--- config.mk ---
export PLATFORM = sky130hd
export DESIGN_NAME = vid_regport
export DESIGN_NICKNAME = d
export VERILOG_FILES = /design/src/rtl/vrf_pkg.sv /design/src/rtl/vrf_bank.sv /design/src/rtl/vrf_dac.sv /design/src/rtl/vid_regport.sv
export SDC_FILE = /design/constraint.sdc
export NUM_CORES = 1
export LEC_CHECK = 0
export BUFFER_PORTS_ARGS = -buffer_cell sky130_fd_sc_hd__buf_2
export CAP_MARGIN = 25
export CORE_ASPECT_RATIO = 0.75
export CORE_UTILIZATION = 50
export DETAILED_ROUTE_END_ITERATION = 12
export PLACE_DENSITY = 0.84
export SYNTH_ARGS = -nofsm -noshare
export SYNTH_HDL_FRONTEND = slang
export SYNTH_SLANG_ARGS = --single-unit
export TNS_END_PERCENT = 1
--- constraint.sdc ---
create_clock -name clk -period 2.35 [get_ports clk]
set_clock_uncertainty 0.15 [all_clocks]
set_input_delay 0.1175 -clock clk [delete_from_list [all_inputs] [get_ports clk]]
set_output_delay 0.1175 -clock clk [all_outputs]
set_load 0.01 [all_outputs]
--- src/rtl/vrf_pkg.sv ---
package vrf_pkg;
  // Port offsets decoded by the front end
  localparam int unsigned OFS_SEQ_IX  = 'h04;
  localparam int unsigned OFS_SEQ_DT  = 'h05;
  localparam int unsigned OFS_DAC_MSK = 'h06;
  localparam int unsigned OFS_GFX_IX  = 'h0E;
  localparam int unsigned OFS_GFX_DT  = 'h0F;
  localparam int unsigned OFS_CRT_IX  = 'h14;
  localparam int unsigned OFS_CRT_DT  = 'h15;

  localparam logic [7:0] MASK_RESET = 8'hFF;

  // Colour-mode codes written through the concealed path
  localparam logic [7:0] CMODE_IDX8  = 8'h00;
  localparam logic [7:0] CMODE_RGB16 = 8'hC1;
  localparam logic [7:0] CMODE_RGB24 = 8'hC5;
endpackage

--- src/rtl/vrf_bank.sv ---
module vrf_bank #(
  parameter int unsigned DEPTH = 8
) (
  input  logic               clk,
  input  logic               rst_n,
  input  logic               idx_we,
  input  logic               dat_we,
  input  logic [7:0]         wdata,
  output logic [7:0]         idx_q,
  output logic [7:0]         rd_byte,
  output logic [DEPTH*8-1:0] regs_flat
);
  localparam int unsigned SW = (DEPTH > 1) ? $clog2(DEPTH) : 1;

  logic [7:0]    idx_d;
  logic          in_range;
  logic [SW-1:0] slot;

  assign in_range = (32'(idx_q) < DEPTH);
  assign slot     = idx_q[SW-1:0];

  always_comb idx_d = idx_we ? wdata : idx_q;

  always_ff @(posedge clk or negedge rst_n) begin
    if (!rst_n) idx_q <= '0;
    else        idx_q <= idx_d;
  end

  for (genvar i = 0; i < DEPTH; i++) begin : g_ent
    logic [7:0] ent_q, ent_d;
    logic       ent_en;
    assign ent_en = dat_we && in_range && (slot == SW'(i));
    always_comb ent_d = ent_en ? wdata : ent_q;
    always_ff @(posedge clk or negedge rst_n) begin
      if (!rst_n) ent_q <= '0;
      else        ent_q <= ent_d;
    end
    assign regs_flat[i*8 +: 8] = ent_q;
  end

  always_comb begin
    rd_byte = '0;
    for (int i = 0; i < DEPTH; i++) begin
      if (in_range && (slot == SW'(i))) rd_byte = regs_flat[i*8 +: 8];
    end
  end

  // an index write is captured for the next access
  assert_idx_capture_R5: assert property (@(posedge clk) disable iff (!rst_n)
    idx_we |=> (idx_q == $past(wdata)));

  // a data write with an index past the bank leaves every entry alone
  assert_range_guard_R7: assert property (@(posedge clk) disable iff (!rst_n)
    (dat_we && !in_range) |=> $stable(regs_flat));
endmodule

--- src/rtl/vrf_dac.sv ---
module vrf_dac #(
  parameter int unsigned UNLOCK_READS = 4
) (
  input  logic       clk,
  input  logic       rst_n,
  input  logic       rd_hit,
  input  logic       wr_hit,
  input  logic       other_acc,
  input  logic [7:0] wdata,
  output logic [7:0] mask_q,
  output logic [7:0] mode_q,
  output logic [7:0] rd_byte
);
  import vrf_pkg::*;

  localparam int unsigned CW = $clog2(UNLOCK_READS + 1);
  localparam logic [CW-1:0] ARM_CNT = CW'(UNLOCK_READS);

  logic [CW-1:0] cnt_q, cnt_d;
  logic [7:0]    mask_d, mode_d;
  logic          armed;

  assign armed   = (cnt_q == ARM_CNT);
  assign rd_byte = armed ? mode_q : mask_q;

  always_comb begin
    cnt_d  = cnt_q;
    mask_d = mask_q;
    mode_d = mode_q;
    if (wr_hit) begin
      cnt_d = '0;
      if (armed) mode_d = wdata;
      else       mask_d = wdata;
    end else if (rd_hit) begin
      if (!armed) cnt_d = cnt_q + 1'b1;
    end else if (other_acc) begin
      cnt_d = '0;
    end
  end

  always_ff @(posedge clk or negedge rst_n) begin
    if (!rst_n) begin
      cnt_q  <= '0;
      mask_q <= MASK_RESET;
      mode_q <= '0;
    end else begin
      cnt_q  <= cnt_d;
      mask_q <= mask_d;
      mode_q <= mode_d;
    end
  end

  assert_cnt_bound_R9: assert property (@(posedge clk) disable iff (!rst_n)
    cnt_q <= ARM_CNT);

  assert_disarm_R9: assert property (@(posedge clk) disable iff (!rst_n)
    wr_hit |=> !armed);

  assert_mask_kept_R9: assert property (@(posedge clk) disable iff (!rst_n)
    (armed && wr_hit) |=> $stable(mask_q));

  assert_stay_armed_R10: assert property (@(posedge clk) disable iff (!rst_n)
    (armed && rd_hit && !wr_hit) |=> armed);

  assert_run_reset_R11: assert property (@(posedge clk) disable iff (!rst_n)
    other_acc |=> (cnt_q == '0));
endmodule

--- src/rtl/vid_regport.sv ---
module vid_regport #(
  parameter int unsigned ADDR_W       = 8,
  parameter int unsigned SEQ_REGS     = 8,
  parameter int unsigned CRT_REGS     = 32,
  parameter int unsigned GFX_REGS     = 16,
  parameter int unsigned UNLOCK_READS = 4
) (
  input  logic                  clk,
  input  logic                  rst_n,
  input  logic                  bus_wr,
  input  logic                  bus_rd,
  input  logic [ADDR_W-1:0]     bus_addr,
  input  logic [7:0]            bus_wdata,
  output logic [7:0]            bus_rdata,
  output logic [SEQ_REGS*8-1:0] seq_regs,
  output logic [CRT_REGS*8-1:0] crt_regs,
  output logic [GFX_REGS*8-1:0] gfx_regs,
  output logic [7:0]            pix_mask,
  output logic [7:0]            color_mode
);
  import vrf_pkg::*;

  logic wr_fire, rd_fire, any_acc;
  logic hit_seq_ix, hit_seq_dt, hit_crt_ix, hit_crt_dt;
  logic hit_gfx_ix, hit_gfx_dt, hit_dac, unmapped;
  logic [7:0] seq_idx, crt_idx, gfx_idx;
  logic [7:0] seq_rd, crt_rd, gfx_rd, dac_rd;
  logic [7:0] rdata_d;

  // a write strobe masks a simultaneous read strobe
  assign wr_fire = bus_wr;
  assign rd_fire = bus_rd && !bus_wr;
  assign any_acc = wr_fire || rd_fire;

  assign hit_seq_ix = (bus_addr == ADDR_W'(OFS_SEQ_IX));
  assign hit_seq_dt = (bus_addr == ADDR_W'(OFS_SEQ_DT));
  assign hit_crt_ix = (bus_addr == ADDR_W'(OFS_CRT_IX));
  assign hit_crt_dt = (bus_addr == ADDR_W'(OFS_CRT_DT));
  assign hit_gfx_ix = (bus_addr == ADDR_W'(OFS_GFX_IX));
  assign hit_gfx_dt = (bus_addr == ADDR_W'(OFS_GFX_DT));
  assign hit_dac    = (bus_addr == ADDR_W'(OFS_DAC_MSK));
  assign unmapped   = !(hit_seq_ix || hit_seq_dt || hit_crt_ix || hit_crt_dt ||
                        hit_gfx_ix || hit_gfx_dt || hit_dac);

  vrf_bank #(.DEPTH(SEQ_REGS)) u_seq (
    .clk(clk), .rst_n(rst_n),
    .idx_we(wr_fire && hit_seq_ix), .dat_we(wr_fire && hit_seq_dt),
    .wdata(bus_wdata), .idx_q(seq_idx), .rd_byte(seq_rd), .regs_flat(seq_regs));

  vrf_bank #(.DEPTH(CRT_REGS)) u_crt (
    .clk(clk), .rst_n(rst_n),
    .idx_we(wr_fire && hit_crt_ix), .dat_we(wr_fire && hit_crt_dt),
    .wdata(bus_wdata), .idx_q(crt_idx), .rd_byte(crt_rd), .regs_flat(crt_regs));

  vrf_bank #(.DEPTH(GFX_REGS)) u_gfx (
    .clk(clk), .rst_n(rst_n),
    .idx_we(wr_fire && hit_gfx_ix), .dat_we(wr_fire && hit_gfx_dt),
    .wdata(bus_wdata), .idx_q(gfx_idx), .rd_byte(gfx_rd), .regs_flat(gfx_regs));

  vrf_dac #(.UNLOCK_READS(UNLOCK_READS)) u_dac (
    .clk(clk), .rst_n(rst_n),
    .rd_hit(rd_fire && hit_dac), .wr_hit(wr_fire && hit_dac),
    .other_acc(any_acc && !hit_dac), .wdata(bus_wdata),
    .mask_q(pix_mask), .mode_q(color_mode), .rd_byte(dac_rd));

  // Graphics data is write-only; its read value is discarded here
  logic gfx_rd_unused;
  assign gfx_rd_unused = ^gfx_rd;

  always_comb begin
    rdata_d = '0;
    if (rd_fire) begin
      unique case (1'b1)
        hit_seq_ix: rdata_d = seq_idx;
        hit_seq_dt: rdata_d = seq_rd;
        hit_crt_ix: rdata_d = crt_idx;
        hit_crt_dt: rdata_d = crt_rd;
        hit_gfx_ix: rdata_d = gfx_idx;
        hit_dac:    rdata_d = dac_rd;
        default:    rdata_d = '0;
      endcase
    end
  end

  always_ff @(posedge clk or negedge rst_n) begin
    if (!rst_n) bus_rdata <= '0;
    else        bus_rdata <= rdata_d;
  end

  assert_unmapped_zero_R12: assert property (@(posedge clk) disable iff (!rst_n)
    (rd_fire && unmapped) |=> (bus_rdata == '0));

  assert_gfx_wo_R4: assert property (@(posedge clk) disable iff (!rst_n)
    (rd_fire && hit_gfx_dt) |=> (bus_rdata == '0));

  assert_write_wins_R13: assert property (@(posedge clk) disable iff (!rst_n)
    bus_wr |=> (bus_rdata == '0));

  assert_unmapped_wr_R12: assert property (@(posedge clk) disable iff (!rst_n)
    (wr_fire && unmapped) |=> ($stable(seq_regs) && $stable(crt_regs) &&
                               $stable(gfx_regs) && $stable(pix_mask) &&
                               $stable(color_mode)));
endmodule

==> results.yml, run 1 <==
synth:
  ys_types: 80
  synth_edf_count: 0
  ys_ff_latch: 499
  ys_seq_area_share_pct: 54.6
  yosys_most_used_dff: "dfrtp_1"
  synth_area_leaders: "dfrtp_1 54%, mux2_2 24%, mux4_2 1.8%, nand2_1 1.5%, clkbuf_1 1.3%"
  yosysMostFrequentCell: "mux2_2"
  yosys.area.top_type: "dfrtp_1"
  synth_top_cells_by_count: "494 x mux2_2, 491 x dfrtp_1, 89 x nand2_1, 78 x clkbuf_1, 46 x nor2_1"
  async_reset_ff_share_pct: 100
  syn-num-nets: 1765
  syn_inst: 1743
  ys_warn_count: 0
  syn-mean-instance-area_um2: 13.1
  yosys.area.top_type_share_pct: 53.7
  synthesis.area_um2: 22900
final_layout:
  n_fill_cell: 3083
  fin_cells: 3159
  final_nets: 2559
  layout-drive-gt1-share_pct: 62.6
  final_area_um2: 31600
  area_growth_pct: 38.2
route:
  drt_pass1_iterations: 7
  drt_iter0_drc: 2553
  vias: 20000
  post-route-drc-count: 0
  avgViaCountPerCell: 6.34
  wl_per_cell_um: 28.6
  antenna_left: 0
  drt-total-wl_um: 90300
place:
  gp_congestion: 1.06
  placed_area_um2: 28700
  placedCellCount: 3041
  port_buffers: 491
  place.detailed.hpwl_um: 64800
clock_network:
  htreeDepth: 2
  clkSinkCount: 499
  cts-root-buf: "clkbuf_16"
  cts.path.max_buffers: 3
  clk_pin_slew_ps: 70
  clk_latency_ps: 600
  tritoncts: "built"
  cts_buffers: 49
status:
  status: "complete, but fails checks"
  violations: "setup timing"
sta:
  report.final.slew_viol_count: 0
  min_period_ps: 2630
  grt_setup_unrepaired: "true"
  fmax_ghz: 0.381
  setup_ws_ps: -278
  worstMarginPinSlew_ps: 960
  hold_viol: 0
  fin_crit_sh_pct: 112
  max_slew_margin_pct: 36.0
  setup_viol: 152
critical_path:
  path_class: "reg2reg"
  r2r_slack_ps: -280
  critPathMaxFanout: 4
  worst_ep_required_time_ps: 2660
  cp.arrival_ps: 2940
  cp-end-kind: "register"
  start_kind: "register"
global_route:
  grt_pass1_wl_um: 131000
  gr-total-overflow: 0
  grtUsageMet3_pct: 9.76
  grt_max_degree: 94
  grt_pass1_vias: 19700
  grtUsageTotal_pct: 37.7
  use_met1_pct: 54.1
  gr-max-usage-layer: "met2"
  antenna_found_initial: 3
  grtUsageMet2_pct: 54.4
power_and_ir_drop:
  p_leak_nw: 16.8
  vdd_drop_max_uv: 472
  powerDensity_nw_per_um2: 583
  power_mw: 18.4
floorplanning:
  die-area_um2: 46700
  io_pins: 492
  fp-row-count: 67
  design.core.area_um2: 44900
  die_h_um: 187
  fp.dieW_um: 249
  start_util_pct: 51.0
job:
  maxCapViolations: 0
worst_hold_path:
  worst_hold_path_type: "in2reg"
cells in the final DEF (no fill, tap or decap), drive strengths merged, types with 5 or more instances in the layout:
master / netlist / layout
nand3: 36 / 36
o211ai: 9 / 9
o221ai: 11 / 11
a221oi: 14 / 14
a211oi: 14 / 14
o22ai: 17 / 17
a222oi: 5 / 5
nor3: 25 / 25
a32oi: 6 / 6
nand4: 15 / 15
and3: 15 / 15
mux4: 18 / 18
mux2i: 28 / 28
dfstp: 8 / 8
mux2: 506 / 506
clkbuf: 78 / 70
nor4b: 7 / 7
nor2b: 16 / 16
nand2b: 7 / 7
a221o: 5 / 5
clkinv: 0 / 7
nand2: 91 / 91
o2bb2ai: 6 / 6
dfrtp: 491 / 491
nor2: 60 / 60
a21oi: 45 / 45
dlygate4sd3: 0 / 12
buf: 47 / 856
a22o: 7 / 7
a22oi: 11 / 11
a31oi: 10 / 10
inv: 12 / 16
o21ai: 45 / 45
nor4: 7 / 7
worst max-delay path, stage by stage (launching register included):
cell and delay, ps:
dfrtp_2 460, buf_6 140, buf_6 110, nor4_4 380, nand3_1 230, buf_4 220, o21ai_0 120, and3_1 190
a211oi_2 60, buf_4 150, o221ai_1 180, a21oi_1 100
cells by family (layout without fill, tap and decap cells):
family	count (synthesis)	after routing	synth area share, %
multiplexers	552	552	27.9
flip-flops	499	499	54.6
AND/OR/NAND/NOR	306	306	7.40
AO/OA/AOI/OAI	247	247	7.55
buffers and inverters	137	966	2.49
adder cells (fa/ha/maj)	2	2	0.109
other	0	1	0
final cells by class:
cell class              instances  area (um2)  area share (%)
inverters                      12        45.0           0.142
multi-input cells            1107       10600            33.5
well taps                     586         733            2.32
repair buffers                868        6110            19.3
diodes                          1        2.50         0.00791
clock buffers                  70        1450            4.57
flip-flops and latches        499       12500            39.5
clock inverters                16         198           0.625
sequential cells by signal (all words and copies together) (netlist names):
signal / flops
bus_rdata: 8
u_crt.g_ent.ent_q: 256
u_crt.idx_q: 8
u_dac.cnt_q: 3
u_dac.mask_q: 8
u_dac.mode_q: 8
u_gfx.g_ent.ent_q: 128
u_gfx.idx_q: 8
u_seq.g_ent.ent_q: 64
u_seq.idx_q: 8
repair_timing:
item                       in CTS  in global routing
gates resized for setup       108                120
setup buffers                   6                 12
hold endpoints to repair      510                  2
setup endpoints to repair     306                316
hold buffers                   12                  1
pin swaps                      26                 38
final timing paths:
path	depth (start not counted)	end	from
min reg2reg	1	u_gfx.g_ent[15].ent_q[4]	u_gfx.g_ent[15].ent_q[4]
min	3	u_crt.g_ent[12].ent_q[7]	bus_wdata[7]
max in group asynchronous	3	u_dac.mask_q[3]	rst_n
max reg2reg	11	bus_rdata[1]	u_crt.idx_q[2]
max	11	bus_rdata[1]	u_crt.idx_q[2]
min in group asynchronous	3	u_crt.g_ent[17].ent_q[3]	rst_n
per-stage QoR:
step	utilization, %	TNS [ps]	setup WS, ps	hold slack (ps)
global placement	63.9	-29930	-388	-52.2
detailed placement	64.0	-42840	-424	-33.8
floorplan	-	-734	-73.9	-328
global route	70.4	-17270	-305	37.7
finish	70.4	-9530	-278	42.2
CTS	69.0	-3790	-208	12.9
metal layers:
| layer | share of wire (%) | wire (um) | vias up |
|---|---|---|---|
| met2 | 43 | 39100 | 1460 |
| met5 | 0.012 | 11 | - |
| li1 | - | - | 8063 |
| met1 | 40 | 35900 | 10200 |
| met3 | 12 | 11000 | 257 |
| met4 | 4.7 | 4230 | 2 |
report_power, final:
part	internal (mW)	switching [mW]	total, mW
registers	8.65	0.0608	8.71
logic	0.600	0.944	1.54
clock network	4.71	3.48	8.19
total	14.0	4.48	18.4
Note: power is estimated with default switching activity, not from simulation.
==> run 2: changes to the inputs <==
- CELL_PAD_IN_SITES_DETAIL_PLACEMENT: not set -> 0
- CELL_PAD_IN_SITES_GLOBAL_PLACEMENT: not set -> 1
- CORE_UTILIZATION: 50 -> 40
- RECOVER_POWER: not set -> 25
==> results.yml, run 2 (synthesis results as in run 1) <==
place:
  port_buffers: 491
  gp_congestion: 0.995
  placedCellCount: 3217
  place.detailed.hpwl_um: 68000
power_and_ir_drop:
  seqPwrFrac_pct: 47.4
  swShare_pct: 25.6
  p_leak_nw: 17.0
  power_switching_mw: 4.70
  power_frac_clock_pct: 43.8
  pwr-share-comb_pct: 8.8
  power_mw: 18.4
  p_int_mw: 13.7
  vdd_drop_max_uv: 461
  powerDensity_nw_per_um2: 568
critical_path:
  r2r_slack_ps: -280
  r2r_end: "bus_rdata[2]"
  r2r-start: "u_seq.idx_q[0]"
  critPathSlowestCell: "mux4_2"
  critPathMaxFanout: 7
  path_cells: "buf_6 > buf_4 > mux4_2 > a222oi_1 > o21ai_1 > o2bb2ai_1 > a31o_1"
  worst_ep_required_time_ps: 2690
  path_class: "reg2reg"
  cp-end-kind: "register"
  ff2ff_path_depth: 7
  cp.arrival_ps: 2980
  crit_buf_inv: 2
  start_kind: "register"
  critPathTopFamily: "compound AO/OA/AOI/OAI gates"
  slowest_delay_ps: 530
sta:
  hold_viol: 0
  setup_viol: 136
  fin_crit_sh_pct: 112
  report.final.slew_viol_count: 0
  fmax_ghz: 0.380
  setup_ws_ps: -283
  grt_setup_unrepaired: "true"
  worstMarginPinSlew_ps: 948
  max_slew_margin_pct: 36.8
  setup-tns-final_ps: -9480
  min_period_ps: 2630
route:
  avgViaCountPerCell: 5.88
  drt_iter0_drc: 2163
  post-route-drc-count: 0
  antenna_left: 0
  drt-total-wl_um: 94600
  vias: 19700
  wl_per_cell_um: 28.2
  drt_pass1_iterations: 6
global_route:
  grt_pass1_wl_um: 137000
  use_met1_pct: 45.5
  grtUsageMet3_pct: 7.80
  antenna_found_initial: 3
  gr-total-overflow: 0
  grt_pass1_vias: 19900
  gr-max-usage-layer: "met2"
  grtUsageTotal_pct: 31.9
  grtUsageMet2_pct: 48.3
  grt_max_degree: 92
status:
  status: "complete, but fails checks"
  violations: "setup timing"
clock_network:
  cts_buffers: 50
  clkSinkCount: 499
  cts.path.max_buffers: 3
  clk_latency_ps: 620
  clk_pin_slew_ps: 60
  cts-root-buf: "clkbuf_16"
  htreeDepth: 2
  tritoncts: "built"
final_layout:
  fin_cells: 3355
  layout-drive-gt1-share_pct: 63.2
  layout_commonest_cell: "dfrtp_1"
  top_regs: "u_crt.g_ent.ent_q: 256 flops, u_gfx.g_ent.ent_q: 128 flops, u_seq.g_ent.ent_q: 64 flops"
  final_nets: 2605
  largest_register: "u_crt.g_ent.ent_q"
  final_cell_mix: "483 x dfrtp_1, 465 x buf_2, 459 x mux2_2"
  largest_reg_flops: 256
  area_growth_pct: 41.3
floorplanning:
  start_util_pct: 40.7
  fp-row-count: 75
  fp.dieW_um: 278
  die_h_um: 209
  die-area_um2: 58200
  design.core.area_um2: 56200
  io_pins: 492
job:
  maxCapViolations: 0
worst_hold_path:
  worst_hold_path_type: "in2reg"
  hold_path_depth: 3
  min_from: "bus_wdata[0]"
  min_to: "u_gfx.g_ent[2].ent_q[0]"
## run 2: changes by cell type in the layout (fill, tap and decap cells not counted), moves of 5 or more
cell / previous run / this run
buf_2: 490 / 465
buf_6: 32 / 77
clkbuf_1: 7 / 33
clkbuf_4: 0 / 5
clkinv_2: 7 / 13
mux2_2: 468 / 459
mux2_4: 30 / 41
nand2_2: 20 / 25
## run 2: worst min-delay path: stages
cell and delay, ps:
buf_2 110, buf_12 190, mux2_4 290
## run 2: power groups by stage
stage	logic [mW]	registers (mW)	clock network (mW)
after floorplan	0.504	8.85	0
after global placement	1.37	8.85	0
after detailed placement	1.39	8.86	0
after CTS	1.53	8.70	8.15
after global routing	1.71	8.70	8.49
final	1.62	8.70	8.05
## run 2: worst max path at each step
stage / start / endpoint / slack (ps) / cells past startpoint
detailed placement: u_crt.idx_q[6] / bus_rdata[0] / -520 / 9
global route: u_crt.idx_q[7] / bus_rdata[1] / -300 / 12
floorplan: u_seq.idx_q[6] / u_seq.g_ent[5].ent_q[3] / -70 / 7
global placement: u_crt.idx_q[6] / bus_rdata[0] / -480 / 9
CTS: u_seq.idx_q[0] / bus_rdata[2] / -220 / 7
finish: u_seq.idx_q[0] / bus_rdata[2] / -280 / 7
## run 2: cell type report
| cell class | count | area (um2) |
|---|---|---|
| diodes | 2 | 5.00 |
| multi-input cells | 1107 | 10800 |
| clock buffers | 66 | 1420 |
| repair buffers | 913 | 6490 |
| flip-flops and latches | 499 | 12500 |
| well taps | 731 | 915 |
| clock inverters | 25 | 203 |
| fillers | 4583 | 23900 |
| inverters | 12 | 50.0 |
## run 2: stage by stage
step	util, %	instance area (um2)	setup WS [ps]	hold WS (ps)
finish	57.6	32400	-283	3.40
global route	57.6	32400	-303	11.0
CTS	56.3	31700	-224	5.14
detailed placement	51.9	29200	-517	-89.8
global placement	51.9	29200	-478	-94.4
floorplan	-	22900	-73.9	-328
## run 2: routing by layer
metal	vias to the layer above	share of wire, %
met3	163	10
met5	-	0
met4	0	2.4
li1	8193	-
met1	10300	43
met2	1095	45
## run 2: what timing repair did
item / CTS / global route
endpoints found under the setup margin: 303 / 411
endpoints found under the hold margin: 396 / 0
pin swaps: 44 / 49
gates resized for setup: 151 / 163
buffers inserted: 25 / 13
cloned: 0 / 0
hold buffers: 10 / 0
==> run 3: changes to the inputs <==
- MAX_ROUTING_LAYER: not set -> met4
==> results.yml, run 3 (synthesis results as in run 1) <==
status:
  status: "complete, but fails checks"
  violations: "setup timing"
sta:
  setup_viol: 123
  setup-tns-final_ps: -5860
  hold_viol: 0
  fin_crit_sh_pct: 112
  grt_setup_unrepaired: "true"
  report.final.slew_viol_count: 0
  min_period_ps: 2640
  worstMarginPinSlew_ps: 1080
  max_slew_margin_pct: 27.7
  setup_ws_ps: -287
  fmax_ghz: 0.379
critical_path:
  crit_top_cell: "buf_6"
  critPathSlowestCell: "nor4_4"
  r2r_end: "bus_rdata[0]"
  r2r-start: "u_crt.idx_q[2]"
  crit_buf_inv: 3
  cp.arrival_ps: 2950
  path_cells: "buf_6 > nand3b_1 > buf_6 > nor3_4 > buf_4 > a32o_2 > nor4_4 > nor3_2 > o41ai_2 > o21ai_1"
  start_kind: "register"
  cp-end-kind: "register"
  worst_ep_required_time_ps: 2670
  critPathTopFamily: "simple AND/OR/NAND/NOR gates"
  ff2ff_path_depth: 10
  critPathMaxFanout: 4
  path_class: "reg2reg"
  r2r_slack_ps: -290
  slowest_delay_ps: 420
route:
  post-route-drc-count: 0
  drt_pass1_iterations: 6
  drt_iter0_drc: 2024
  vias: 19900
  antenna_left: 0
  wl_per_cell_um: 28.3
  drt-total-wl_um: 95300
  avgViaCountPerCell: 5.91
final_layout:
  largest_register: "u_crt.g_ent.ent_q"
  final_area_um2: 32700
  layout_commonest_cell: "buf_2"
  top_regs: "u_crt.g_ent.ent_q: 256 flops, u_gfx.g_ent.ent_q: 128 flops, u_seq.g_ent.ent_q: 64 flops"
  n_fill_cell: 4515
  fin_cells: 3370
  final_nets: 2620
  utilization_pct: 58.3
  largest_reg_flops: 256
  area_growth_pct: 43.0
  final_cell_mix: "491 x buf_2, 485 x dfrtp_1, 468 x mux2_2"
  layout-drive-gt1-share_pct: 64.8
worst_hold_path:
  min_to: "bus_rdata[5]"
  hold_path_depth: 6
  worst_hold_path_type: "in2reg"
  min_from: "bus_addr[0]"
clock_network:
  htreeDepth: 2
  tritoncts: "built"
  clk_latency_ps: 600
  cts-root-buf: "clkbuf_16"
  clkSinkCount: 499
  cts_buffers: 49
  cts.path.max_buffers: 3
  clk_pin_slew_ps: 70
job:
  maxCapViolations: 0
floorplanning:
  fp-row-count: 75
  die_h_um: 209
  design.core.area_um2: 56200
  start_util_pct: 40.7
  die-area_um2: 58200
  fp.dieW_um: 278
  io_pins: 492
global_route:
  antenna_found_initial: 3
  grt_max_degree: 78
  gr-total-overflow: 0
  grt_pass1_wl_um: 136000
  grtUsageTotal_pct: 32.7
  grt_pass1_vias: 19800
place:
  place.detailed.hpwl_um: 68300
  gp_congestion: 1.05
  placed_area_um2: 29200
  placedCellCount: 3216
  port_buffers: 491
power_and_ir_drop:
  powerDensity_nw_per_um2: 588
  power_frac_clock_pct: 46.1
  vdd_drop_max_uv: 526
  power_mw: 19.3
  p_leak_nw: 17.3
  swShare_pct: 24.3
  pwr-share-comb_pct: 8.7
  power_switching_mw: 4.68
  seqPwrFrac_pct: 45.2
  p_int_mw: 14.6
[run 3: worst max-delay path by stage]
stage          cells past startpoint      startpoint  slack, ps                 endpoint
2_1_floorplan                      7  u_seq.idx_q[6]        -70  u_seq.g_ent[5].ent_q[3]
3_3_place_gp                      10  u_crt.idx_q[0]       -600             bus_rdata[0]
3_5_place_dp                      10  u_crt.idx_q[0]       -590             bus_rdata[0]
4_1_cts                            7  u_seq.idx_q[0]       -210             bus_rdata[0]
5_1_grt                           12  u_crt.idx_q[2]       -340             bus_rdata[7]
6_report                          10  u_crt.idx_q[2]       -290             bus_rdata[0]
[run 3: power groups by stage]
stage / combinational, mW / sequential [mW] / clock (mW)
final: 1.68 / 8.70 / 8.87
after global routing: 1.76 / 8.70 / 9.30
after CTS: 1.53 / 8.70 / 8.99
after detailed placement: 1.39 / 8.86 / 0
after global placement: 1.38 / 8.85 / 0
after floorplan: 0.504 / 8.85 / 0
[run 3: what timing repair did]
item,in CTS,in global routing
pin swaps,34,52
endpoints found under the setup margin,302,345
hold buffers,9,0
setup buffers,26,32
gates resized for setup,128,181
gates cloned,0,1
hold endpoints to repair,481,0
[run 3: worst min-delay path: cells and delay by family]
kind	cells	cell delay (ps)
buffers and inverters	2	260
AOI/OAI and AO/OA	3	200
and+or+nand+nor	1	150
[run 3: final cells by class]
cell class | count | area (um2) | area share (%)
flip-flops and latches | 499 | 12500 | 38.2
multi-input cells | 1107 | 10800 | 33.1
clock buffers | 66 | 1460 | 4.47
well taps | 731 | 915 | 2.79
inverters | 12 | 56.3 | 0.172
repair buffers | 929 | 6620 | 20.2
clock inverters | 24 | 353 | 1.08
diodes | 2 | 5.00 | 0.0153
[run 3: per-layer routing]
metal	global-route usage, %	routed length (um)
met4	7.58	2370
met5	-	0
met3	6.44	8640
met1	47.0	41800
met2	47.5	42500
[run 3: through the flow]
step                worst slack, ps  hold slack (ps)
CTS                            -212             2.07
global placement               -604            -61.6
floorplan                     -73.9             -328
global route                   -343             28.6
finish                         -287             18.5
detailed placement             -591            -58.4
